$ cat config.mk
export PLATFORM = sky130hd
export DESIGN_NAME = tx_frame_seq
export DESIGN_NICKNAME = d
export VERILOG_FILES = /design/src/rtl/tx_seq_pkg.sv /design/src/rtl/tx_seq_datapath.sv /design/src/rtl/tx_seq_ctrl.sv /design/src/rtl/tx_frame_seq.sv
export SDC_FILE = /design/constraint.sdc
export NUM_CORES = 1
export LEC_CHECK = 0
export ABC_AREA = 1
export BUFFER_PORTS_ARGS = -buffer_cell sky130_fd_sc_hd__buf_2
export CORE_ASPECT_RATIO = 1.4
export CORE_UTILIZATION = 25
export DETAILED_ROUTE_END_ITERATION = 10
export SLEW_MARGIN = 30
export SYNTH_ARGS = -nofsm -noshare
export SYNTH_HDL_FRONTEND = slang
export SYNTH_SLANG_ARGS = --single-unit
$ cat constraint.sdc
create_clock -name clk -period 2.73 [get_ports clk]
set_input_delay 0.6825 -clock clk [delete_from_list [all_inputs] [get_ports clk]]
set_output_delay 0.6825 -clock clk [all_outputs]
set_load 0.005 [all_outputs]
$ cat src/rtl/tx_seq_pkg.sv
package tx_seq_pkg;

  typedef enum logic [2:0] {
    SRC_PRE,
    SRC_SFD,
    SRC_DATA,
    SRC_PAD,
    SRC_FCS
  } byteSrc_t;

  // strobes from control to datapath, one set per clock
  typedef struct packed {
    logic      hi;       // second half of a byte slot
    logic      load;     // start a new byte slot
    byteSrc_t  src;      // where the new byte comes from
    logic [1:0] fcsIdx;  // which check byte
    logic      crcInit;
    logic      crcUpd;
    logic      lenClr;
    logic      lenInc;
  } txStrobe_t;

  localparam logic [31:0] CRC_POLY_REFL = 32'hEDB88320;

  function automatic logic [31:0] crcByte(input logic [31:0] c, input logic [7:0] d);
    logic [31:0] r;
    r = c;
    for (int i = 0; i < 8; i++) begin
      r = (r >> 1) ^ (((r[0] ^ d[i]) == 1'b1) ? CRC_POLY_REFL : 32'h0);
    end
    return r;
  endfunction

endpackage

$ cat src/rtl/tx_seq_datapath.sv
module tx_seq_datapath
  import tx_seq_pkg::*;
#(
  parameter int LEN_W = 16
) (
  input  logic             clk,
  input  logic             rstN,
  input  txStrobe_t        str,
  input  logic [7:0]       inData,
  output logic [LEN_W-1:0] lenCnt,
  output logic [3:0]       txd,
  output logic             txEn
);

  logic [7:0]  byteReg;
  logic [7:0]  selByte;
  logic [7:0]  fcsByte;
  logic [31:0] crcReg;

  always_comb begin
    case (str.fcsIdx)
      2'd0:    fcsByte = ~crcReg[7:0];
      2'd1:    fcsByte = ~crcReg[15:8];
      2'd2:    fcsByte = ~crcReg[23:16];
      default: fcsByte = ~crcReg[31:24];
    endcase
  end

  always_comb begin
    case (str.src)
      SRC_PRE:  selByte = 8'h55;
      SRC_SFD:  selByte = 8'hD5;
      SRC_DATA: selByte = inData;
      SRC_PAD:  selByte = 8'h00;
      SRC_FCS:  selByte = fcsByte;
      default:  selByte = 8'h00;
    endcase
  end

  always_ff @(posedge clk) begin
    if (!rstN) begin
      byteReg <= '0;
      txd     <= '0;
      txEn    <= 1'b0;
      crcReg  <= '1;
      lenCnt  <= '0;
    end else begin
      if (str.hi) begin
        txd <= txEn ? byteReg[7:4] : 4'h0;
      end else if (str.load) begin
        byteReg <= selByte;
        txd     <= selByte[3:0];
        txEn    <= 1'b1;
      end else begin
        txd  <= 4'h0;
        txEn <= 1'b0;
      end

      if (str.crcInit)     crcReg <= '1;
      else if (str.crcUpd) crcReg <= crcByte(crcReg, selByte);

      if (str.lenClr)      lenCnt <= '0;
      else if (str.lenInc) lenCnt <= lenCnt + 1'b1;
    end
  end


  hi_hold_chk: assert property (@(posedge clk) disable iff (!rstN)
    str.hi |=> $stable(txEn));


  fcs_freeze_chk: assert property (@(posedge clk) disable iff (!rstN)
    (str.load && str.src == SRC_FCS) |=> $stable(crcReg));

endmodule

$ cat src/rtl/tx_seq_ctrl.sv
module tx_seq_ctrl
  import tx_seq_pkg::*;
#(
  parameter int LEN_W     = 16,
  parameter int PRE_BYTES = 7,
  parameter int MIN_DATA  = 60,
  parameter int IFG_BYTES = 12
) (
  input  logic             clk,
  input  logic             rstN,
  input  logic             inValid,
  input  logic             inSof,
  input  logic             inEof,
  input  logic             inPadCrc,
  output logic             inPop,
  input  logic [LEN_W-1:0] maxLen,
  input  logic             stopReq,
  input  logic [LEN_W-1:0] lenCnt,
  output txStrobe_t        str,
  output logic             frameDone,
  output logic [LEN_W-1:0] statLen,
  output logic             statOversize,
  output logic             statUnderrun,
  output logic             ovPulse,
  output logic             stopDone
);

  localparam int CNT_MAX0 = (PRE_BYTES > IFG_BYTES) ? PRE_BYTES : IFG_BYTES;
  localparam int CNT_MAX  = (CNT_MAX0 > 4) ? CNT_MAX0 : 4;
  localparam int CNT_W    = $clog2(CNT_MAX + 1);
  localparam logic [CNT_W-1:0] PRE_LAST = CNT_W'(PRE_BYTES);
  localparam logic [CNT_W-1:0] IFG_LAST = CNT_W'(IFG_BYTES - 1);
  localparam logic [CNT_W-1:0] FCS_LAST = CNT_W'(3);
  localparam logic [LEN_W:0]   MIN_LEN  = (LEN_W+1)'(MIN_DATA);

  typedef enum logic [2:0] {
    ST_IDLE, ST_PRE, ST_DATA, ST_PAD, ST_FCS, ST_IFG, ST_STOP
  } state_t;

  state_t           state, stateNx;
  logic [CNT_W-1:0] cnt, cntNx;
  logic             phase, act;
  logic             padLatch, padNx;
  logic             urLatch, urNx;
  logic             statStrobe, stopEnter;
  logic [LEN_W:0]   lenNext;

  assign act     = (state != ST_IDLE) && (state != ST_STOP);
  assign lenNext = {1'b0, lenCnt} + 1'b1;

  always_comb begin
    stateNx    = state;
    cntNx      = cnt;
    padNx      = padLatch;
    urNx       = urLatch;
    str        = '0;
    str.hi     = phase && act;
    inPop      = 1'b0;
    statStrobe = 1'b0;
    stopEnter  = 1'b0;
    if (!phase) begin
      case (state)
        ST_IDLE: begin
          if (stopReq) begin
            stateNx   = ST_STOP;
            stopEnter = 1'b1;
          end else if (inValid && inSof) begin
            stateNx = ST_PRE;
            cntNx   = '0;
            padNx   = 1'b0;
            urNx    = 1'b0;
          end else if (inValid) begin
            inPop = 1'b1;
          end
        end
        ST_PRE: begin
          str.load = 1'b1;
          str.src  = (cnt == PRE_LAST) ? SRC_SFD : SRC_PRE;
          cntNx    = cnt + 1'b1;
          if (cnt == PRE_LAST) begin
            str.crcInit = 1'b1;
            str.lenClr  = 1'b1;
            stateNx     = ST_DATA;
          end
        end
        ST_DATA: begin
          if (inValid) begin
            inPop      = 1'b1;
            str.load   = 1'b1;
            str.src    = SRC_DATA;
            str.crcUpd = 1'b1;
            str.lenInc = 1'b1;
            if (inEof) begin
              padNx = inPadCrc;
              cntNx = '0;
              if (!inPadCrc)              stateNx = ST_IFG;
              else if (lenNext >= MIN_LEN) stateNx = ST_FCS;
              else                        stateNx = ST_PAD;
            end
          end else begin
            urNx    = 1'b1;
            cntNx   = '0;
            stateNx = ST_IFG;
          end
        end
        ST_PAD: begin
          str.load   = 1'b1;
          str.src    = SRC_PAD;
          str.crcUpd = 1'b1;
          str.lenInc = 1'b1;
          if (lenNext >= MIN_LEN) begin
            stateNx = ST_FCS;
            cntNx   = '0;
          end
        end
        ST_FCS: begin
          str.load   = 1'b1;
          str.src    = SRC_FCS;
          str.fcsIdx = cnt[1:0];
          str.lenInc = 1'b1;
          cntNx      = cnt + 1'b1;
          if (cnt == FCS_LAST) begin
            stateNx = ST_IFG;
            cntNx   = '0;
          end
        end
        ST_IFG: begin
          statStrobe = (cnt == '0);
          cntNx      = cnt + 1'b1;
          if (cnt == IFG_LAST) stateNx = ST_IDLE;
        end
        ST_STOP: begin
          if (!stopReq) stateNx = ST_IDLE;
        end
        default: stateNx = ST_IDLE;
      endcase
    end
  end

  always_ff @(posedge clk) begin
    if (!rstN) begin
      state        <= ST_IDLE;
      cnt          <= '0;
      phase        <= 1'b0;
      padLatch     <= 1'b0;
      urLatch      <= 1'b0;
      frameDone    <= 1'b0;
      statLen      <= '0;
      statOversize <= 1'b0;
      statUnderrun <= 1'b0;
      ovPulse      <= 1'b0;
      stopDone     <= 1'b0;
    end else begin
      state     <= stateNx;
      cnt       <= cntNx;
      phase     <= act ? ~phase : 1'b0;
      padLatch  <= padNx;
      urLatch   <= urNx;
      frameDone <= statStrobe;
      ovPulse   <= statStrobe && (lenCnt > maxLen);
      stopDone  <= stopEnter;
      if (statStrobe) begin
        statLen      <= lenCnt;
        statOversize <= lenCnt > maxLen;
        statUnderrun <= urLatch;
      end
    end
  end


  stop_state_chk: assert property (@(posedge clk) disable iff (!rstN)
    stopDone |-> (state == ST_STOP));


  pad_len_chk: assert property (@(posedge clk) disable iff (!rstN)
    (frameDone && padLatch && !statUnderrun) |-> (statLen >= LEN_W'(MIN_DATA + 4)));


  no_pop_chk: assert property (@(posedge clk) disable iff (!rstN)
    (state == ST_PRE || state == ST_PAD || state == ST_FCS) |-> !inPop);


  ov_pulse_chk: assert property (@(posedge clk) disable iff (!rstN)
    ovPulse |-> (frameDone && statOversize));

endmodule

$ cat src/rtl/tx_frame_seq.sv
module tx_frame_seq
  import tx_seq_pkg::*;
#(
  parameter int LEN_W     = 16,
  parameter int PRE_BYTES = 7,
  parameter int MIN_DATA  = 60,
  parameter int IFG_BYTES = 12
) (
  input  logic             clk,
  input  logic             rstN,
  input  logic [7:0]       inData,
  input  logic             inValid,
  input  logic             inSof,
  input  logic             inEof,
  input  logic             inPadCrc,
  output logic             inPop,
  input  logic [LEN_W-1:0] maxLen,
  input  logic             stopReq,
  output logic [3:0]       txd,
  output logic             txEn,
  output logic             frameDone,
  output logic [LEN_W-1:0] statLen,
  output logic             statOversize,
  output logic             statUnderrun,
  output logic             ovPulse,
  output logic             stopDone
);

  txStrobe_t        str;
  logic [LEN_W-1:0] lenCnt;

  tx_seq_ctrl #(
    .LEN_W(LEN_W), .PRE_BYTES(PRE_BYTES), .MIN_DATA(MIN_DATA), .IFG_BYTES(IFG_BYTES)
  ) u_ctrl (
    .clk(clk), .rstN(rstN),
    .inValid(inValid), .inSof(inSof), .inEof(inEof), .inPadCrc(inPadCrc), .inPop(inPop),
    .maxLen(maxLen), .stopReq(stopReq), .lenCnt(lenCnt), .str(str),
    .frameDone(frameDone), .statLen(statLen), .statOversize(statOversize),
    .statUnderrun(statUnderrun), .ovPulse(ovPulse), .stopDone(stopDone)
  );

  tx_seq_datapath #(.LEN_W(LEN_W)) u_dp (
    .clk(clk), .rstN(rstN), .str(str), .inData(inData),
    .lenCnt(lenCnt), .txd(txd), .txEn(txEn)
  );

endmodule

* Word level (Yosys, flattened, before mapping) *
Index checks and enable logic that the tools add are counted.

storage, ports and cells
  register bits after elaboration = 91
  input port bits = 31
  output and inout bits = 27
  word-level logic and storage cells = 144

cells by class
  $add $sub $neg = 3
  $lt $le $gt $ge = 2
  equal/unequal tests = 25
  multiplexer cells = 54
  bitwise gates (word level) = 24
  reduce and logical (&&, ||, !) cells = 21

operator list
  kind                                                  number
  2-to-1 mux 32 bit                                     8
  bitwise XOR 31 x 32 -> 32 bit                         8
  2-to-1 mux 4 bit                                      10
  2-to-1 mux 3 bit                                      11
  inverter 8 bit                                        4
  case mux 8 bit (4 select lines)                       1
  case mux 8 bit (3 select lines)                       1
  case mux 3 bit (7 select lines)                       1
  case mux 4 bit (5 select lines)                       1
  adder 16 x 1 -> 17 bit, second input constant         1
  >= comparator 17 x 6 -> 1 bit, second input constant  1
  adder 16 x 1 -> 16 bit, second input constant         1
  greater-than comparator 16 bit                        1
  case mux 4 bit (4 select lines)                       1
  2-to-1 mux 1 bit                                      14
  equality test 3 bit, second input constant            4
  2-to-1 mux 10 bit                                     1
  != test 2 x 1 -> 1 bit, second input constant         5
  equality test 3 x 2 -> 1 bit, second input constant   3
  case mux 1 bit (2 select lines)                       4
  AND reduction 8 bit                                   1
  OR reduction 2 bit                                    4
  bitwise XOR 1 bit                                     8
  equality test 3 x 1 -> 1 bit, second input constant   2
  22 further kinds                                      33

* Longest topological paths before layout *
Gate-level depths: netlist of the first run.

  depth after elaboration = 31
  gate-level depth with buffers = 20
  gate-level depth less buffers = 18

* Modules after synthesis *
From an unflattened synthesis of the first run, not the netlist that was laid out.

unflattened totals
  cell total of the unflattened synthesis = 943
  area, all modules = 5835.6 µm²

modules (own cells, without submodules)
  module           times used  cells an instance  area an instance (µm²)  sequential area each (µm²)
  tx_seq_datapath  1           596                3672.3                  1141.1
  tx_seq_ctrl      1           347                2163.3                  600.6

* Worst setup path before layout of the first run *
No wires, ideal clock.

  path type = input-to-reg
  start = in inValid
  end = reg u_dp.crcReg[26]
  setup time = 0.115 ns
  data arrival time = 1.996 ns
  required time = 2.615 ns
  slack = 0.620 ns
  cell stages on the path = 18
  buffers on the path = 1
  cell sequence = nand3_2 nand2_2 nand2_2 nand2_2 buf_6 nand2_2 inv_2 nand2_2 nand2_1 nand2_2 nand2_2 nand2_4 nand2_4 nand2_4 inv_2 nand2_1 nand3_1 nand2_1

between the ends
  word-level cells in the longest chain between the ends = 17
  elaborated cells on any way between the ends = 32
  classes of those cells = eq/ne: 3; mux: 13; bitwise: 15; reduce/logical: 1

RTL lines
  element                                            line                   RTL
  start, declared                                    tx_frame_seq.sv:12     input logic inValid,
  2-to-1 mux 4 bit                                   tx_seq_ctrl.sv:87      if (inValid) begin
  case mux 4 bit (4 select lines)                    tx_seq_ctrl.sv:62      case (state)
  2-to-1 mux 10 bit (*)                              tx_seq_ctrl.sv:61      if (!phase) begin
  equality test 3 bit, or another cell as far along  tx_seq_datapath.sv:30  case (str.src)
  case mux 8 bit (4 select lines)                    tx_seq_datapath.sv:30
  bitwise XOR 1 bit                                  tx_seq_pkg.sv:29       r = (r >> 1) ^ (((r[0] ^ d[i]) == 1'b1) ? CRC_POLY_REFL : 32'h0);
  2-to-1 mux 32 bit                                  tx_seq_pkg.sv:29
  bitwise XOR 31 x 32 -> 32 bit (6 in a row)         tx_seq_pkg.sv:29
  bitwise XOR 1 bit                                  tx_seq_pkg.sv:29
  2-to-1 mux 32 bit                                  tx_seq_pkg.sv:29
  bitwise XOR 31 x 32 -> 32 bit (2 in a row)         tx_seq_pkg.sv:29
  end signal, assigned                               tx_seq_datapath.sv:60  else if (str.crcUpd) crcReg <= crcByte(crcReg, selByte);
  end, declared                                      tx_seq_datapath.sv:18  logic [31:0] crcReg;

Every way passes the cells marked *; elsewhere a longest branch is shown, timed or not.
A chain may end at the register's enable or synchronous reset.

* Worst setup path in the final report of the first run *
  start = reg u_ctrl.state[1]
  end = reg u_dp.crcReg[14]

between the ends
  word-level cells in the longest chain between the ends = 18
  elaborated cells on any way between the ends = 35
  classes of those cells = eq/ne: 9; mux: 11; bitwise: 12; reduce/logical: 3

RTL lines
  element                                            line                   RTL
  start, declared                                    tx_seq_ctrl.sv:40      state_t state, stateNx;
  start signal, assigned                             tx_seq_ctrl.sv:154     state <= stateNx;
  equality test 3 bit                                tx_seq_ctrl.sv:62
  2-to-1 mux 2 bit                                   tx_seq_ctrl.sv:62
  2-to-1 mux 10 bit (*)                              tx_seq_ctrl.sv:61
  equality test 2 bit, or another cell as far along  tx_seq_datapath.sv:21  case (str.fcsIdx)
  case mux 8 bit (3 select lines)                    tx_seq_datapath.sv:21
  case mux 8 bit (4 select lines)                    tx_seq_datapath.sv:30
  bitwise XOR 1 bit                                  tx_seq_pkg.sv:29
  2-to-1 mux 32 bit                                  tx_seq_pkg.sv:29
  bitwise XOR 31 x 32 -> 32 bit (6 in a row)         tx_seq_pkg.sv:29
  bitwise XOR 1 bit                                  tx_seq_pkg.sv:29
  2-to-1 mux 32 bit                                  tx_seq_pkg.sv:29
  bitwise XOR 31 x 32 -> 32 bit (2 in a row)         tx_seq_pkg.sv:29

Marked as above.

==> results of run 1 <==
cells in the final DEF (no fill, tap or decap), types with 21 or more instances in the layout:
master	n
buf_2	57
a21oi_1	81
xor2_1	21
nor2_1	70
o21ai_0	58
inv_1	101
nand3_1	71
nand2_1	209
dfxtp_1	84
nand2_2	46
layer usage:
| metal | up-vias | global-route usage | part of all wire |
|---|---|---|---|
| li1 | 3035 | - | - |
| met1 | 2770 | 0.167 | 0.41 |
| met2 | 171 | 0.289 | 0.52 |
| met3 | 53 | 0.0257 | 0.037 |
| met4 | 0 | 0.0777 | 0.040 |
| met5 | - | 0 | 0 |
state kept, by name, indices dropped and copies added (netlist names):
name                 count
u_ctrl.urLatch           1
u_ctrl.ovPulse           1
u_ctrl.statLen          16
u_ctrl.statUnderrun      1
u_ctrl.phase             1
u_ctrl.state             3
u_dp.txd                 4
u_ctrl.frameDone         1
u_dp.crcReg             32
u_ctrl.statOversize      1
u_ctrl.cnt               4
u_dp.lenCnt             16
u_ctrl.stopDone          1
u_dp.txEn                1
u_dp.byteReg             4
per-stage QoR:
| stage | utilization | hold WS, ps |
|---|---|---|
| 2_1_floorplan | - | 430 |
| 3_3_place_gp | 0.286 | 447 |
| 3_5_place_dp | 0.286 | 451 |
| 4_1_cts | 0.300 | 463 |
| 5_1_grt | 0.303 | 503 |
| 6_report | 0.303 | 460 |
logic make-up (layout without fill, tap and decap cells):
family | Yosys count | count (layout)
xor gates and xnor gates | 23 | 23
buffers and inverters | 133 | 204
and+or+nand+nor | 453 | 453
adders and majority gates | 20 | 20
DFF | 87 | 87
AOI/OAI and AO/OA | 172 | 172
area by class of cell:
| cell class | count | area (µm²) |
|---|---|---|
| tap | 301 | 377 |
| sequential | 87 | 1750 |
| fill | 2531 | 15900 |
| multi-input combinational | 668 | 3610 |
| inverter | 110 | 415 |
| clock inverter | 7 | 73.8 |
| clock buffer | 9 | 225 |
| timing repair buffer | 78 | 455 |
repair_timing:
| item | in CTS | in global routing |
|---|---|---|
| setup buffers | 0 | 5 |
| setup endpoints to repair | 0 | 18 |
| gates resized for setup | 0 | 8 |
worst max-delay path by stage:
stage	startpoint	to	slack, ps	cells past startpoint
2_1_floorplan	inValid	u_dp.crcReg[26]	620	18
5_1_grt	u_ctrl.state[1]	u_dp.crcReg[14]	6	18
4_1_cts	u_ctrl.state[0]	inPop	160	8
3_5_place_dp	inValid	u_dp.crcReg[14]	170	16
6_report	u_ctrl.state[1]	u_dp.crcReg[14]	230	18
3_3_place_gp	inValid	u_dp.crcReg[14]	180	18
power by group through the flow:
| stage | Sequential, mW | Clock, mW | Combinational, mW |
|---|---|---|---|
| after floorplan | 1.83 | 0 | 3.91 |
| after global placement | 1.96 | 0 | 5.00 |
| after detailed placement | 1.96 | 0 | 5.04 |
| after CTS | 1.93 | 1.29 | 5.06 |
| after global routing | 1.99 | 1.35 | 5.82 |
| final | 1.94 | 1.26 | 5.16 |
worst reg2reg max path: stages (launching register included):
cell and delay, ps:
dfxtp_1 420, nor2_4 220, buf_4 150, nand4_4 80, nor2_4 210, buf_12 140
nand2_1 40, nand3_1 80, nand2_2 90, nand3_1 130, nand2_4 120, nand2_1 120
nand2_2 110, nand2_1 130, nand2_2 110, nor2_1 110, nor2_1 40, nand2_1 70
nand2_1 40
==> metrics.md, run 1 <==
| Metric | Value |
|---|---|
| Number of enable flip-flop cells after synthesis | `0` |
| Largest net degree at the start of global routing | `30` |
| Die X | `131 µm` |
| Finished Layout Cells | `1260` |
| 1st-iter DRT viols | `537` |
| Final hold violation count | `0` |
| Routed vias | `6029` |
| Number of H-tree levels | `3` |
| Worst EP required | `2990 ps` |
| Initial antenna violation count | `0` |
| Die Ht | `183 µm` |
| Setup Viol. Count Final | `0` |
| Switching Fraction | `0.535` |
| Hold crit path type | `register to register` |
| Final setup skew | `11.8 ps` |
| Sequential area share after synthesis | `0.298` |
| Drc violations | `0` |
| Crit path capture type | `register` |
| CTS tree | `yes` |
| Buf+Inv Stages, Crit Path | `2` |
| Final wirelength | `18.0 mm` |
| Total CTS buffers | `9` |
| Rel. slew slack | `0.588` |
| Most Frequent Cell on Critical Path | `nand2_1` |
| Synth Register Bits | `87` |
| Adder-cell share of the synthesized area | `0.0428` |
| Clk slew on worst S/H paths | `80 ps` |
| Final Cell Area | `6900 µm²` |
| Row count | `65` |
| Min Tclk post-route | `2500 ps` |
| FF-to-FF Start | `u_ctrl.state[1]` |
| Cell taking the most area after synthesis | `dfxtp_1` |
| CP Launch Type | `register` |
| Final WS setup | `233 ps` |
| Area Overhead vs Synth | `17.9%` |
| Vias in the first global route | `5735` |
| Vias/cell | `4.78` |
| Clk buf depth | `2` |
| Drt pass-1 iters | `5` |
| WL/cell | `14.3 µm` |
| Post-Synth XOR/XNOR Area | `0.0344` |
| Initial Utilization | `0.257` |
| Worst slack at placement | `174 ps` |
| Most frequent cell after synthesis | `nand2_1` |
| Setup_tns | `0 ps` |
| RSZ-0062 raised after global routing | `false` |
| Worst-margin pin slew | `617 ps` |
| Worst reg2reg endpoint | `u_dp.crcReg[14]` |
| Worst Hold Path Cells | `2` |
| Hold_buf cts | `0` |
| Tcrit/Tclk final | `0.915` |
| Slowest cell on crit path | `dfxtp_1` |
| Synth async-reset ratio | `0` |
| Antenna Violating Nets Remaining | `0` |
| Syn_nets | `939` |
| Pleak | `3.38 nW` |
| Min-Delay Startpoint | `u_dp.byteReg[4]` |
| Setup slack, reg-to-reg | `230 ps` |
| Die ar. | `24000 µm²` |
| Grt total ovfl | `0` |
| Post-synth top area share | `0.298` |
| Port bufs | `57` |
| Final Power | `8.37 mW` |
| I/O pin total | `58` |
| Share of layout cells above drive strength 1 | `0.197` |
| CP arrival | `2750 ps` |
| Gate power share | `0.617` |
| Max Freq | `0.400 GHz` |
| Post-Syn Instances | `888` |
| Clock Tree Root | `clkbuf_16` |
| Dpl cell area | `6520 µm²` |
| Cell family with most CP delay | `simple AND/OR/NAND/NOR gates` |
| Seq pwr share | `0.232` |
| Internal | `3.89 mW` |
| Synth unique cells | `41` |
| Syn Area/Cell | `6.59 µm²` |
| Outcome | `finished clean` |
| Worst Hold Path EP | `u_dp.txd[0]` |
| Compound-Gate Fraction of Synth Area | `0.159` |
| Max cap viols | `0` |
| Post-Place Cells | `1239` |
| # diodes | `0` |
| CP max FO | `8` |
| Worst path cell trace | `nor2_4, buf_4, nand4_4, nor2_4, buf_12, nand2_1, nand3_1, nand2_2, nand3_1, nand2_4, nand2_1, nand2_2, nand2_1, nand2_2, nor2_1, nor2_1, nand2_1, nand2_1` |
| Global-route usage over all layers | `0.155` |
| Mapped cell area | `5850 µm²` |
| R2R depth | `18` |
| Worst-skew pair later-pin latency | `360 ps` |
| Pwr dens | `1210 nW/µm²` |
| Critical path class | `register to register` |
| Synth Area in Simple Gates | `0.376` |
| Clock share of power | `0.151` |
| Clk sink count | `87` |
| Maximum vdd drop | `0.372 mV` |
| Fin. max-slew vios | `0` |
| Multiplexer share of the synthesized area | `0` |
| Commonest cells in the netlist | `nand2_1, inv_1, dfxtp_1, a21oi_1` |
| First-pass GRT wire length | `29.4 mm` |
| Max incr delay on CP | `420 ps` |
| Most used DFF post-synth | `dfxtp_1` |
| RD Place Congestion | `0.885` |
| Net Switching | `4.47 mW` |
| Post-DP HPWL | `14.1 mm` |
| Core footprint | `22800 µm²` |
| Leading cell types by total area after synthesis | `dfxtp_1, nand2_1, a21oi_1, inv_1, nand3_1` |
| Number of nets in the layout | `1005` |
| Largest family of logic cells by synthesized area | `simple AND/OR/NAND/NOR gates` |
| Ys Warns | `0` |
Note: power is estimated with default switching activity, not from simulation.
==> inputs of run 2 (changes only) <==
--- a/config.mk
+++ b/config.mk
@@ -6,10 +6,13 @@
 export NUM_CORES = 1
 export LEC_CHECK = 0
 export ABC_AREA = 1
+export ABC_CLOCK_PERIOD_IN_PS = 2730
 export BUFFER_PORTS_ARGS = -buffer_cell sky130_fd_sc_hd__buf_2
 export CORE_ASPECT_RATIO = 1.4
-export CORE_UTILIZATION = 25
+export CORE_UTILIZATION = 60
 export DETAILED_ROUTE_END_ITERATION = 10
+export PLACE_DENSITY = 0.81
+export RECOVER_POWER = 50
 export SLEW_MARGIN = 30
 export SYNTH_ARGS = -nofsm -noshare
 export SYNTH_HDL_FRONTEND = slang
==> metrics.md, run 2 (synthesis gave the netlist of run 1 again) <==
| Metric | Value |
|---|---|
| Outcome | `finished clean (unchanged)` |
| Maximum vdd drop | `0.942 mV (was 0.372 mV)` |
| Number of H-tree levels | `3 (unchanged)` |
| Global-route usage over all layers | `0.328 (was 0.155)` |
| # diodes | `0 (unchanged)` |
| Core footprint | `9460 µm² (was 22800 µm²)` |
| Worst EP required | `2960 ps (was 2990 ps)` |
| Rel. slew slack | `0.410 (was 0.588)` |
| Share of layout cells above drive strength 1 | `0.167 (was 0.197)` |
| RD Place Congestion | `0.952 (was 0.885)` |
| WL/cell | `15.2 µm (was 14.3 µm)` |
| Worst-skew pair later-pin latency | `340 ps (was 360 ps)` |
| Crit path capture type | `register (unchanged)` |
| Drc violations | `0 (unchanged)` |
| Final setup skew | `5.57 ps (was 11.8 ps)` |
| Post-Place Cells | `1046 (was 1239)` |
| Largest net degree at the start of global routing | `31 (was 30)` |
| Area Overhead vs Synth | `11.7% (was 17.9%)` |
| Worst Hold Path EP | `u_ctrl.statUnderrun (was u_dp.txd[0])` |
| Min-Delay Startpoint | `u_ctrl.urLatch (was u_dp.byteReg[4])` |
| Worst Hold Path Cells | `2 (unchanged)` |
| Post-DP HPWL | `12.1 mm (was 14.1 mm)` |
| Largest regs | `u_dp.crcReg: 32 flops, u_ctrl.statLen: 16 flops, u_dp.lenCnt: 16 flops (unchanged)` |
| I/O pin total | `58 (unchanged)` |
| Clock Tree Root | `clkbuf_16 (unchanged)` |
| Setup_tns | `0 ps (unchanged)` |
| Worst reg2reg endpoint | `u_dp.crcReg[21] (was u_dp.crcReg[14])` |
| Pleak | `3.26 nW (was 3.38 nW)` |
| FF-to-FF Start | `u_ctrl.state[2] (was u_ctrl.state[1])` |
| Pwr dens | `1250 nW/µm² (was 1210 nW/µm²)` |
| Clk sink count | `87 (unchanged)` |
| R2R depth | `17 (was 18)` |
| Antenna Violating Nets Remaining | `0 (unchanged)` |
| Vias/cell | `5.81 (was 4.78)` |
| Most frequent cells in the layout | `nand2_1, inv_1, dfxtp_1, a21oi_1 (was nand2_1, inv_1, dfxtp_1, a21oi_1, nand3_1)` |
| Post-CTS setup buffer count | `0 (unchanged)` |
| Vias in the first global route | `5834 (was 5735)` |
| Setup slack, reg-to-reg | `230 ps (about the same)` |
| Clk slew on worst S/H paths | `60 ps (was 80 ps)` |
| Final Power | `8.16 mW (was 8.37 mW)` |
| Clk buf depth | `2 (unchanged)` |
| Final wirelength | `16.1 mm (was 18.0 mm)` |
| Initial antenna violation count | `0 (unchanged)` |
| CP max FO | `9 (was 8)` |
| Hold crit path type | `register to register (unchanged)` |
| Worst-margin pin slew | `885 ps (was 617 ps)` |
| Grt total ovfl | `0 (unchanged)` |
| Die X | `85.5 µm (was 131 µm)` |
| Die Ht | `119 µm (was 183 µm)` |
| Number of nets in the layout | `998 (was 1005)` |
| Routed vias | `6169 (was 6029)` |
| Total CTS buffers | `9 (unchanged)` |
| Critical path class | `register to register (unchanged)` |
| CP arrival | `2740 ps (was 2750 ps)` |
| Setup Viol. Count Final | `0 (unchanged)` |
| CP Launch Type | `register (unchanged)` |
| Min Tclk post-route | `2500 ps (about the same)` |
| Row count | `42 (was 65)` |
| Most common cell after layout, fill and taps aside | `nand2_1 (unchanged)` |
| CP startpoint | `u_ctrl.state[2] (was u_ctrl.state[1])` |
| Max Freq | `0.400 GHz (about the same)` |
| CTS tree | `yes (unchanged)` |
| Port bufs | `57 (unchanged)` |
| Die ar. | `10200 µm² (was 24000 µm²)` |
| Most flop-heavy register | `u_dp.crcReg (unchanged)` |
| Initial Utilization | `0.619 (was 0.257)` |
| Finished Layout Cells | `1062 (was 1260)` |
| Max cap viols | `0 (unchanged)` |
| Largest register FFs | `32 (unchanged)` |
| Drt pass-1 iters | `5 (unchanged)` |
| Fin. max-slew vios | `0 (unchanged)` |
| Tcrit/Tclk final | `0.916 (was 0.915)` |
| 1st-iter DRT viols | `406 (was 537)` |
| First-pass GRT wire length | `26.2 mm (was 29.4 mm)` |
| Final hold violation count | `0 (unchanged)` |
[run 2: cell types whose count changed in the layout (fill, tap and decap cells not counted), moves of 2 or more]
cell      previous run  this run
buf_4               20        10
dfxtp_2              3         0
inv_6                2         0
buf_2               57        44
clkinv_2             0         3
inv_8                2         0
clkbuf_1             0        18
dfxtp_1             84        87
[run 2: worst max-delay path by stage]
stage | cells past startpoint | slack, ps | end
global placement | 14 | 260 | u_ctrl.cnt[1]
floorplan | 18 | 620 | u_dp.crcReg[26]
global route | 15 | -80 | u_ctrl.cnt[2]
detailed placement | 15 | 240 | u_dp.crcReg[23]
finish | 17 | 230 | u_dp.crcReg[21]
CTS | 15 | 250 | u_ctrl.cnt[2]
[run 2: cell type report]
cell class	count	area, µm²
flip-flops and latches	87	1740
repair buffers	71	359
well taps	110	138
clock inverters	6	61.3
multi-input cells	668	3590
inverters	110	415
fillers	866	2920
clock buffers	10	229
[run 2: metrics by stage]
step | area (µm²) | util | hold slack, ps | setup slack (ps)
after floorplan | 5850 | - | 430 | 620
after global placement | 6280 | 0.664 | 450 | 262
after detailed placement | 6280 | 0.664 | 459 | 243
after CTS | 6570 | 0.695 | 467 | 248
after global routing | 6540 | 0.691 | 497 | -78.0
final | 6540 | 0.691 | 464 | 229
[run 2: report_power, final]
part	total (mW)	internal, mW	switching, mW
combinational	5.02	1.59	3.43
clock	1.22	0.706	0.516
sequential	1.92	1.58	0.333
[run 2: timing repair]
item                       in CTS  in global routing
hold buffers                    0                  0
setup endpoints to repair       0                  1
resized for setup               0                  2
hold endpoints to repair        0                  0
[run 2: critical path, cell delays in order, from the launching register on]
cell and delay [ps]:
dfxtp_1 410, clkbuf_1 200, nor2_2 170, nand3_2 100, nand2_2 130, nand2_2 100, nor2_2 190, nand2_2 120
nand2_4 100, nand2_2 60, nand2_4 140, nand2_2 90, nand2_4 150, nand2_1 90, nand2_2 140, nand2_1 70
nand2_1 60, o21ai_1 50
[run 2: layer usage]
metal | part of all wire | up-vias | global-route usage
li1 | - | 3010 | -
met1 | 0.38 | 2809 | 0.350
met2 | 0.50 | 268 | 0.578
met3 | 0.057 | 82 | 0.0485
met4 | 0.061 | 0 | 0.236
met5 | 0 | - | 0
==> inputs of run 3 (changes only) <==
--- a/config.mk
+++ b/config.mk
@@ -9,10 +9,11 @@
 export ABC_CLOCK_PERIOD_IN_PS = 2730
 export BUFFER_PORTS_ARGS = -buffer_cell sky130_fd_sc_hd__buf_2
 export CORE_ASPECT_RATIO = 1.4
-export CORE_UTILIZATION = 60
+export CORE_UTILIZATION = 45
+export CTS_CLUSTER_SIZE = 10
 export DETAILED_ROUTE_END_ITERATION = 10
-export PLACE_DENSITY = 0.81
 export RECOVER_POWER = 50
+export SETUP_SLACK_MARGIN = 0.5
 export SLEW_MARGIN = 30
 export SYNTH_ARGS = -nofsm -noshare
 export SYNTH_HDL_FRONTEND = slang
==> metrics.md, run 3 (synthesis gave the netlist of run 1 again) <==
| Metric | Value |
|---|---|
| Max cap viols | `0 (unchanged)` |
| Initial Utilization | `0.468 (was 0.619)` |
| Most frequent cells in the layout | `nand2_1, inv_1, dfxtp_1, a21oi_1, nor2_1 (was nand2_1, inv_1, dfxtp_1, a21oi_1)` |
| Worst-margin pin slew | `1290 ps (was 885 ps)` |
| Setup_tns | `0 ps (unchanged)` |
| Setup Viol. Count Final | `0 (unchanged)` |
| Min Tclk post-route | `2360 ps (was 2500 ps)` |
| Dpl cell area | `6320 µm² (was 6280 µm²)` |
| Area Overhead vs Synth | `28.6% (was 11.7%)` |
| CTS tree | `yes (unchanged)` |
| CP Launch Type | `primary input (was register)` |
| Die ar. | `13500 µm² (was 10200 µm²)` |
| Drt pass-1 iters | `8 (was 5)` |
| I/O pin total | `58 (unchanged)` |
| Total CTS buffers | `9 (unchanged)` |
| Max Freq | `0.423 GHz (was 0.400 GHz)` |
| Switching Fraction | `0.513 (was 0.525)` |
| Clock Tree Root | `clkbuf_16 (unchanged)` |
| RD Place Congestion | `0.997 (was 0.952)` |
| Largest register FFs | `32 (unchanged)` |
| WL/cell | `16.8 µm (was 15.2 µm)` |
| Net Switching | `5.07 mW (was 4.28 mW)` |
| CP Capture Point | `u_ctrl.statLen[15] (was u_dp.crcReg[21])` |
| R2R depth | `17 (unchanged)` |
| Die X | `98.4 µm (was 85.5 µm)` |
| Worst EP required | `2990 ps (was 2960 ps)` |
| Clk slew on worst S/H paths | `60 ps (about the same)` |
| Maximum vdd drop | `0.969 mV (was 0.942 mV)` |
| Clk sink count | `87 (unchanged)` |
| Worst reg2reg endpoint | `u_dp.crcReg[23] (was u_dp.crcReg[21])` |
| # diodes | `0 (unchanged)` |
| Number of nets in the layout | `1049 (was 998)` |
| Final setup skew | `7.60 ps (was 5.57 ps)` |
| Antenna Violating Nets Remaining | `0 (unchanged)` |
| Clk buf depth | `2 (unchanged)` |
| Most flop-heavy register | `u_dp.crcReg (unchanged)` |
| Seq pwr share | `0.199 (was 0.235)` |
| Most common cell after layout, fill and taps aside | `nand2_1 (unchanged)` |
| Final Core Density | `0.602 (was 0.691)` |
| Pwr dens | `1310 nW/µm² (was 1250 nW/µm²)` |
| Failing checks | `DRC` |
| Global-route usage over all layers | `0.281 (was 0.328)` |
| Row count | `48 (was 42)` |
| Core footprint | `12500 µm² (was 9460 µm²)` |
| CP arrival | `2620 ps (was 2740 ps)` |
| FF-to-FF Start | `u_ctrl.phase (was u_ctrl.state[2])` |
| CP startpoint | `rstN (was u_ctrl.state[2])` |
| Vias in the first global route | `5981 (was 5834)` |
| Initial antenna violation count | `0 (unchanged)` |
| CP max FO | `27 (was 9)` |
| Clock share of power | `0.126 (was 0.150)` |
| Worst path cell trace | `buf_2, clkbuf_1, inv_1, a211oi_1 (was clkbuf_1, nor2_2, nand3_2, nand2_2, nand2_2, nor2_2, nand2_2, nand2_4, nand2_2, nand2_4, nand2_2, nand2_4, nand2_1, nand2_2, nand2_1, nand2_1, o21ai_1)` |
| Rel. slew slack | `0.137 (was 0.410)` |
| Die Ht | `137 µm (was 119 µm)` |
| Fin. max-slew vios | `0 (unchanged)` |
| Pleak | `3.61 nW (was 3.26 nW)` |
| Post-Place Cells | `1086 (was 1046)` |
| Critical path class | `primary input to register (was register to register)` |
| Tcrit/Tclk final | `0.865 (was 0.916)` |
| Share of layout cells above drive strength 1 | `0.301 (was 0.167)` |
| RSZ-0062 raised after global routing | `true` |
| Post-DP HPWL | `13.9 mm (was 12.1 mm)` |
| Max incr delay on CP | `950 ps (was 410 ps)` |
| Crit path capture type | `register (unchanged)` |
| Setup slack, reg-to-reg | `430 ps (was 230 ps)` |
| Internal | `4.81 mW (was 3.88 mW)` |
| Grt total ovfl | `0 (unchanged)` |
| Final hold violation count | `0 (unchanged)` |
| Number of H-tree levels | `3 (unchanged)` |
| First-pass GRT wire length | `29.3 mm (was 26.2 mm)` |
| Outcome | `complete, but fails checks (was finished clean)` |
| Final wirelength | `19.3 mm (was 16.1 mm)` |
| Worst-skew pair later-pin latency | `340 ps (about the same)` |
| Finished Layout Cells | `1153 (was 1062)` |
| Largest net degree at the start of global routing | `38 (was 31)` |
| Vias/cell | `5.52 (was 5.81)` |
| Drc violations | `9 (was 0)` |
| Port bufs | `57 (unchanged)` |
| Largest regs | `u_dp.crcReg: 32 flops, u_ctrl.statLen: 16 flops, u_dp.lenCnt: 16 flops (unchanged)` |
| Final Cell Area | `7520 µm² (was 6540 µm²)` |
| Routed vias | `6363 (was 6169)` |
| Gate power share | `0.675 (was 0.615)` |
| FILL cells | `1202 (was 866)` |
| 1st-iter DRT viols | `272 (was 406)` |
| Slowest cell on crit path | `clkbuf_1 (was dfxtp_1)` |
| Hold crit path type | `register to register (unchanged)` |
run 3: cell types whose count changed in the layout (fill, tap and decap cells not counted), moves of 10 or more:
cell	delta
dfxtp_1	-12
nand3_1	-16
inv_2	+10
nand2_2	+11
buf_4	+44
nand2_4	+15
nand2_1	-27
nand3_2	+14
inv_1	-13
run 3: repair_timing:
action	in CTS	in global routing
pin swaps	16	46
hold buffers	0	0
buffers inserted	29	22
resized for setup	48	101
endpoints found under the setup margin	47	46
run 3: worst min-delay path by stage:
stage	to	slack, ps	cells after the start	start
floorplan	u_ctrl.urLatch	430	2	u_ctrl.urLatch
global placement	u_ctrl.statUnderrun	450	2	u_ctrl.urLatch
finish	u_ctrl.statUnderrun	460	2	u_ctrl.urLatch
detailed placement	u_ctrl.statUnderrun	450	2	u_ctrl.urLatch
CTS	u_ctrl.statUnderrun	460	2	u_ctrl.urLatch
global route	u_dp.txd[0]	500	2	u_dp.byteReg[4]
run 3: critical path, delay by kind of cell:
kind            cells  cell delay, ps
compound gates      1             330
buf+inv             3            1590
run 3: power by group through the flow:
stage                     sequential, mW  clock (mW)  combinational [mW]
after floorplan                     1.83           0                3.91
after global placement              1.95           0                5.05
after detailed placement            1.96           0                5.13
after CTS                           1.94        1.26                5.90
after global routing                2.00        1.30                7.29
final                               1.96        1.24                6.68
run 3: layer usage:
metal	GRT usage	wire, µm	vias to the layer above
met3	0.0368	888	73
met4	0.149	920	0
met2	0.545	10200	216
li1	-	-	3110
met5	0	0	-
met1	0.293	7300	2964
run 3: metrics by stage:
step,total power [mW],hold WS (ps),worst slack [ps]
final,9.89,465,368
after global routing,10.6,496,205
after CTS,9.10,463,497
after detailed placement,7.09,453,167
after global placement,7.00,446,192
after floorplan,5.74,430,620
run 3: layout make-up:
class,count,area [µm²],area share
Timing Repair Buffer,122,818,0.109
Multi-Input combinational cell,668,4030,0.535
Tap cell,150,188,0.0249
Clock buffer,11,233,0.0309
Clock inverter,5,58.8,0.00782
Sequential cell,87,1770,0.236
Inverter,110,425,0.0565
